**config.mk**
```make
export PLATFORM = sky130hd
export DESIGN_NAME = wfe_ctrl
export DESIGN_NICKNAME = d
export VERILOG_FILES = /design/src/rtl/wfe_ctrl.sv
export SDC_FILE = /design/constraint.sdc
export NUM_CORES = 1
export LEC_CHECK = 0
export BUFFER_PORTS_ARGS = -buffer_cell sky130_fd_sc_hd__buf_4
export CAP_MARGIN = 25
export CORE_UTILIZATION = 34
export CTS_BUF_LIST = sky130_fd_sc_hd__clkbuf_4 sky130_fd_sc_hd__clkbuf_8 sky130_fd_sc_hd__clkbuf_16
export DETAILED_ROUTE_END_ITERATION = 10
export PLACE_DENSITY_LB_ADDON = 0.2
export SETUP_SLACK_MARGIN = 0.05
export SLEW_MARGIN = 10
export SYNTH_ARGS = -nofsm -noshare
export SYNTH_HDL_FRONTEND = slang
export SYNTH_SLANG_ARGS = --single-unit
```
**constraint.sdc**
```tcl
create_clock -name clk -period 1.5 [get_ports clk]
set_input_delay 0.45 -clock clk [delete_from_list [all_inputs] [get_ports clk]]
set_output_delay 0.45 -clock clk [all_outputs]
set_load 0.02 [all_outputs]
```
**src/rtl/wfe_ctrl.sv**
```systemverilog
module wfe_ctrl #(
  parameter int NCORE = 4
) (
  input  logic             clk,
  input  logic             rst_n,
  input  logic [NCORE-1:0] wait_req,
  input  logic [NCORE-1:0] send_evt,
  input  logic [NCORE-1:0] irq_in,
  input  logic [NCORE-1:0] fiq_in,
  input  logic [NCORE-1:0] abort_in,
  input  logic [NCORE-1:0] dbg_req,
  input  logic [NCORE-1:0] irq_mask,
  input  logic [NCORE-1:0] fiq_mask,
  input  logic [NCORE-1:0] abort_mask,
  input  logic [NCORE-1:0] dbg_invasive_en,
  input  logic [NCORE-1:0] dbg_permit,
  output logic [NCORE-1:0] core_asleep,
  output logic [NCORE-1:0] wake_pulse
);

  logic             sev_any;
  logic [NCORE-1:0] wake_src;
  logic [NCORE-1:0] ev_q;
  logic [NCORE-1:0] slp_q;
  logic [NCORE-1:0] pulse_q;

  assign sev_any  = |send_evt;
  assign wake_src = {NCORE{sev_any}}
                  | (irq_in   & ~irq_mask)
                  | (fiq_in   & ~fiq_mask)
                  | (abort_in & ~abort_mask)
                  | (dbg_req  & dbg_invasive_en & dbg_permit);

  for (genvar g = 0; g < NCORE; g++) begin : g_core
    always_ff @(posedge clk) begin
      if (!rst_n) begin
        ev_q[g]    <= 1'b0;
        slp_q[g]   <= 1'b0;
        pulse_q[g] <= 1'b0;
      end else begin
        pulse_q[g] <= 1'b0;
        if (slp_q[g]) begin
          if (wake_src[g]) begin
            slp_q[g]   <= 1'b0;
            pulse_q[g] <= 1'b1;
            if (sev_any) ev_q[g] <= 1'b0;
          end
        end else if (wait_req[g]) begin
          if (ev_q[g] || sev_any) ev_q[g]  <= 1'b0;
          else                    slp_q[g] <= 1'b1;
        end else if (sev_any) begin
          ev_q[g] <= 1'b1;
        end
      end
    end
  end

  assign core_asleep = slp_q;
  assign wake_pulse  = pulse_q;

endmodule

```
==> metrics.txt, run 1 <==
Initial Utilization 0.3630; DR pass1 iterations 4; Final Worst Setup Slack around 0.14 ns; WP data arrival ~1.5 ns; post-synthesis cell count a little under 70; Inst Count DP between 100 and 150; Max Root-Sink Buffers 2; layout cells sized above 1 0.4597; Core Rows 14; Pins Over Slew Limit 0; vias in the first global route a little under 600; drt drc 0; count of different cell masters after synthesis 13; Post-Route WL approximately 1.4 mm; area leader, netlist dfxtp_1; post-synth top area share 0.4394; CTS clk-pin slew, worst paths roughly 0.070 ns; pwr dens 662.2 nW/µm²; min Tclk post-route approximately 1.4 ns; Worst-Skew Late Latency around 0.26 ns; post-route ant nets 0; ant diodes 0; Crit Path Max Fanout 8; Hold Vio Cnt, Final 0; root buffer cell clkbuf_4; mean post-synth cell area between 7 and 8 µm²; total number of vias around 700; peak supply drop around 0.44 mV; pin count of the biggest net entering global routing 10; max_cap viols 0; hold buffer count at CTS 0; crit end category flop; HP Class input pin to flop; CTS tree yes; CTS HTree Levels 1; Core Area roughly 1500 µm²; Leakage 0.5191 nW; Max Clock Freq ~740 MHz; Iter 0 DRT Violations 32; post-CTS sizing 0; I/O pin total 54; most common cell after layout, fill and taps aside buf_4; P&R area growth vs syn 80.32%; final core occ 0.6545; DIE AREA 1772 µm²; pre-CTS setup slack -0.1337 ns; #FFs+latches synth 12; critical path startpoint category input pin; number of clock sinks 12; post-synthesis sequential area ratio 0.4394; Final Non-Filler Cells 140; Num CTS Buffers 3; nets@finish 172; WL/cell 10.32 µm; commonest cells after routing, fill and taps aside 54 x buf_4, 16 x inv_1, 12 x dfxtp_1; DIE WIDTH 42.10 µm; Mapped Area between 500 and 600 µm²; drt via density between 5 and 6; Overall Power 0.6529 mW; Mapped Nets between 100 and 150; dpl hpwl roughly 1.2 mm; critical path class input pin to flop; first-pass GRT wire length roughly 2.3 mm; grt ovf 0; final setup vio count 0; Worst Tran Pin Value ~0.41 ns; GRT Util Overall 0.1728; RSZ-0062 raised after global routing no; warnings from Yosys 0; period utilization 0.9058; outcome complete, no violations; clk_skew approximately 0.0015 ns; IO Port Bufs 53; die height around 42 µm; gp weighted congestion roughly 0.64; slew margin rel. 0.7255; antenna violations before repair 0; main area contributors after synthesis dfxtp_1 44%, inv_1 11%, a21oi_1 7.3%; critical path required time approximately 1.7 ns; Post CTS Setup Buffer Count 0
metal layers:
metal  part of all wire  vias up  global-route usage
met5                  0        -                   0
met2               0.50       32              0.2906
met3              0.076        2             0.04310
met1               0.41      309              0.1951
met4              0.010        0              0.1063
li1                   -      363                   -
final timing paths:
| check | start | to | slack [ns] | depth (start not counted) |
|---|---|---|---|---|
| setup / recovery | send_evt[1] | ev_q[0]$_SDFFE_PN0P_ | 0.14 | 4 |
| hold / removal | rst_n | wake_pulse[1]$_SDFF_PN0_ | 0.48 | 3 |
| setup reg to reg | core_asleep[0]$_SDFF_PN0_ | core_asleep[0]$_SDFF_PN0_ | 0.59 | 2 |
| hold reg to reg | core_asleep[2]$_SDFF_PN0_ | wake_pulse[2]$_SDFF_PN0_ | 0.50 | 2 |
registers in the layout (all words and copies together) (netlist names):
signal and cells:
ev_q 4, wake_pulse 4, core_asleep 4
cells in the mapped netlist:
master and count:
a21oi_1 8, nand3_1 8, o221ai_1 4, nor4_1 1, inv_1 16, or4_1 1, dfxtp_1 12, a222oi_1 4
clkbuf_1 1, or3_1 4, nand2_1 5, buf_2 1, a31oi_1 4
logic make-up (layout without fill, tap and decap cells):
| group | count (synthesis) | in the layout | synth area share |
|---|---|---|---|
| AO/OA/AOI/OAI | 20 | 20 | 0.2563 |
| AND/OR/NAND/NOR | 19 | 19 | 0.1785 |
| buffers and inverters | 18 | 73 | 0.1258 |
| flip-flops | 12 | 12 | 0.4394 |
worst max-delay path, cell delays in order:
cell and delay, ns:
buf_4 0.11, or4_1 0.66, o221ai_1 0.22, a21oi_1 0.07
per-stage QoR:
| stage | TNS, ns | hold slack, ns | area, µm² |
|---|---|---|---|
| final | 0 | 0.4772 | 985.9 |
| after global routing | 0 | 0.4787 | 985.9 |
| after CTS | 0 | 0.4677 | 985.9 |
| after detailed placement | -0.4867 | 0.4864 | 963.4 |
| after global placement | -0.4113 | 0.4844 | 963.4 |
| after floorplan | 0 | 0.4944 | 546.8 |
layout make-up:
type	count	area [µm²]
clock buffers	3	22.52
fillers	128	520.5
inverters	16	60.06
multi-input cells	39	237.7
flip-flops and latches	12	240.2
well taps	16	20.02
repair buffers	54	405.4
where the power goes:
group	switching (mW)	internal (mW)	leakage [nW]
logic	0.0427	0.0953	0.407
clock network	0.0916	0.0926	0.0138
registers	0.00418	0.327	0.0978
Note: power is estimated with default switching activity, not from simulation.
==> inputs of run 2 (changes only) <==
Settings changed: PLACE_DENSITY set to 0.73, PLACE_DENSITY_LB_ADDON 0.2 to unset.
==> run 2 against run 1 <==
Compared with the run above:
- fmax up 3.9%
- total power up 1.5%
- combinational power about the same
- global-route usage up 2.1 points
- register-to-register slack about the same
- die area unchanged
- largest cell class unchanged
==> metrics.txt, run 2 (synthesis gave the netlist of run 1 again) <==
outcome complete, no violations; HP Class input pin to flop; Num CTS Buffers 3; setup TNS 0 ns; DR pass1 iterations 4; Crit path depth 1; WP data arrival roughly 0.86 ns; CP max stage delay between 0.4 and 0.5 ns; final core occ 0.6570; Worst-Skew Late Latency between 0.2 and 0.3 ns; most common cell after layout, fill and taps aside buf_4; Max Root-Sink Buffers 2; FF-to-FF path depth 2; crit end category primary output; IO Port Bufs 53; peak supply drop between 0.4 and 0.5 mV; WHS Path Cells 3; Initial Utilization 0.3630; slew margin rel. 0.7364; Crit path max-delay family flip-flops; hold buffer count at CTS 0; Final Non-Filler Cells between 100 and 150; commonest cells after routing, fill and taps aside 54 x buf_4, 16 x inv_1, 12 x dfxtp_1; Crit Path Max Fanout 6; DIE AREA between 1500 and 2000 µm²; die height around 42 µm; nets@finish between 150 and 200; Inst Count DP approximately 140; DIE WIDTH around 42 µm; Critical Path Slowest Stage Cell dfxtp_1; critical path startpoint category flop; P&R area growth vs syn 81.01%; period utilization 0.8715; number of clock sinks 12; layout cells sized above 1 0.4677; crit path buf inv count 1; Hold Vio Cnt, Final 0; drt drc 0; Post-Route WL 1.597 mm; dpl hpwl 1.258 mm; WL/cell between 10 and 15 µm; grt ovf 0; Max Clock Freq roughly 760 MHz; Iter 0 DRT Violations 12; GRT Util Overall 0.1941; Leakage between 0.5 and 0.6 nW; first-pass GRT wire length between 2 and 3 mm; critical path required time 1.05 ns; CTS clk-pin slew, worst paths ~0.07 ns; vias in the first global route between 600 and 700; CTS HTree Levels 1; final setup vio count 0; RSZ-0062 raised after global routing no; post-route ant nets 0; Pins Over Slew Limit 0; Worst Tran Pin Value approximately 0.40 ns; ant diodes 0; clk_skew ~0.00011 ns; antenna violations before repair 0; root buffer cell clkbuf_4; Core Area approximately 1500 µm²; drt via density about 5; total number of vias between 700 and 800; max_cap viols 0; I/O pin total 54; critical path class flop to primary output; pwr dens approximately 670 nW/µm²; crit path cell chain buf_4; CTS tree yes; pin count of the biggest net entering global routing 10; min Tclk post-route roughly 1.3 ns; Core Rows 14; gp weighted congestion 0.6530
## run 2: changes by cell type in the layout (fill, tap and decap cells not counted)
cell / change
or4_1: -1
or4_4: +1
## run 2: layout make-up
type | count | area (µm²)
well taps | 16 | 20.02
repair buffers | 54 | 405.4
clock buffers | 3 | 22.52
inverters | 16 | 60.06
flip-flops and latches | 12 | 240.2
fillers | 131 | 516.7
multi-input cells | 39 | 241.5
## run 2: power breakdown
group | leakage (nW) | total [mW] | internal (mW) | switching (mW)
clock network | 0.0138 | 0.192 | 0.0926 | 0.0989
registers | 0.0978 | 0.330 | 0.326 | 0.00408
logic | 0.409 | 0.141 | 0.0961 | 0.0446
## run 2: worst paths after layout
kind	start	endpoint	slack, ns
worst max-delay path	core_asleep[0]$_SDFF_PN0_	core_asleep[0]	0.19
worst min register to register	core_asleep[3]$_SDFF_PN0_	wake_pulse[3]$_SDFF_PN0_	0.49
worst max register to register	core_asleep[2]$_SDFF_PN0_	core_asleep[2]$_SDFF_PN0_	0.59
worst min-delay path	rst_n	wake_pulse[3]$_SDFF_PN0_	0.47
## run 2: stage by stage
stage                     hold slack, ns  area [µm²]  power [mW]  setup WS (ns)
after floorplan                   0.4944       546.8      0.3788        0.05732
after global placement            0.4805       963.4      0.4745        -0.1163
after detailed placement          0.4812       963.4      0.4783        -0.1639
after CTS                         0.4683       985.9      0.6676         0.1192
after global routing              0.4691       989.7      0.7036         0.1315
final                             0.4731       989.7      0.6626         0.1928
## run 2: timing repair
| action | 4_1_cts | 5_1_grt |
|---|---|---|
| setup endpoints to repair | 0 | 2 |
| buffers inserted | 0 | 0 |
| resized for setup | 0 | 1 |
## run 2: per-layer routing
layer,share of wire,routed length [µm],global-route usage,vias up
met2,0.47,743,0.3313,41
li1,-,-,-,361
met4,0.0063,10,0.09375,0
met5,0,0,0,-
met1,0.40,633,0.2183,306
met3,0.13,209,0.06034,2
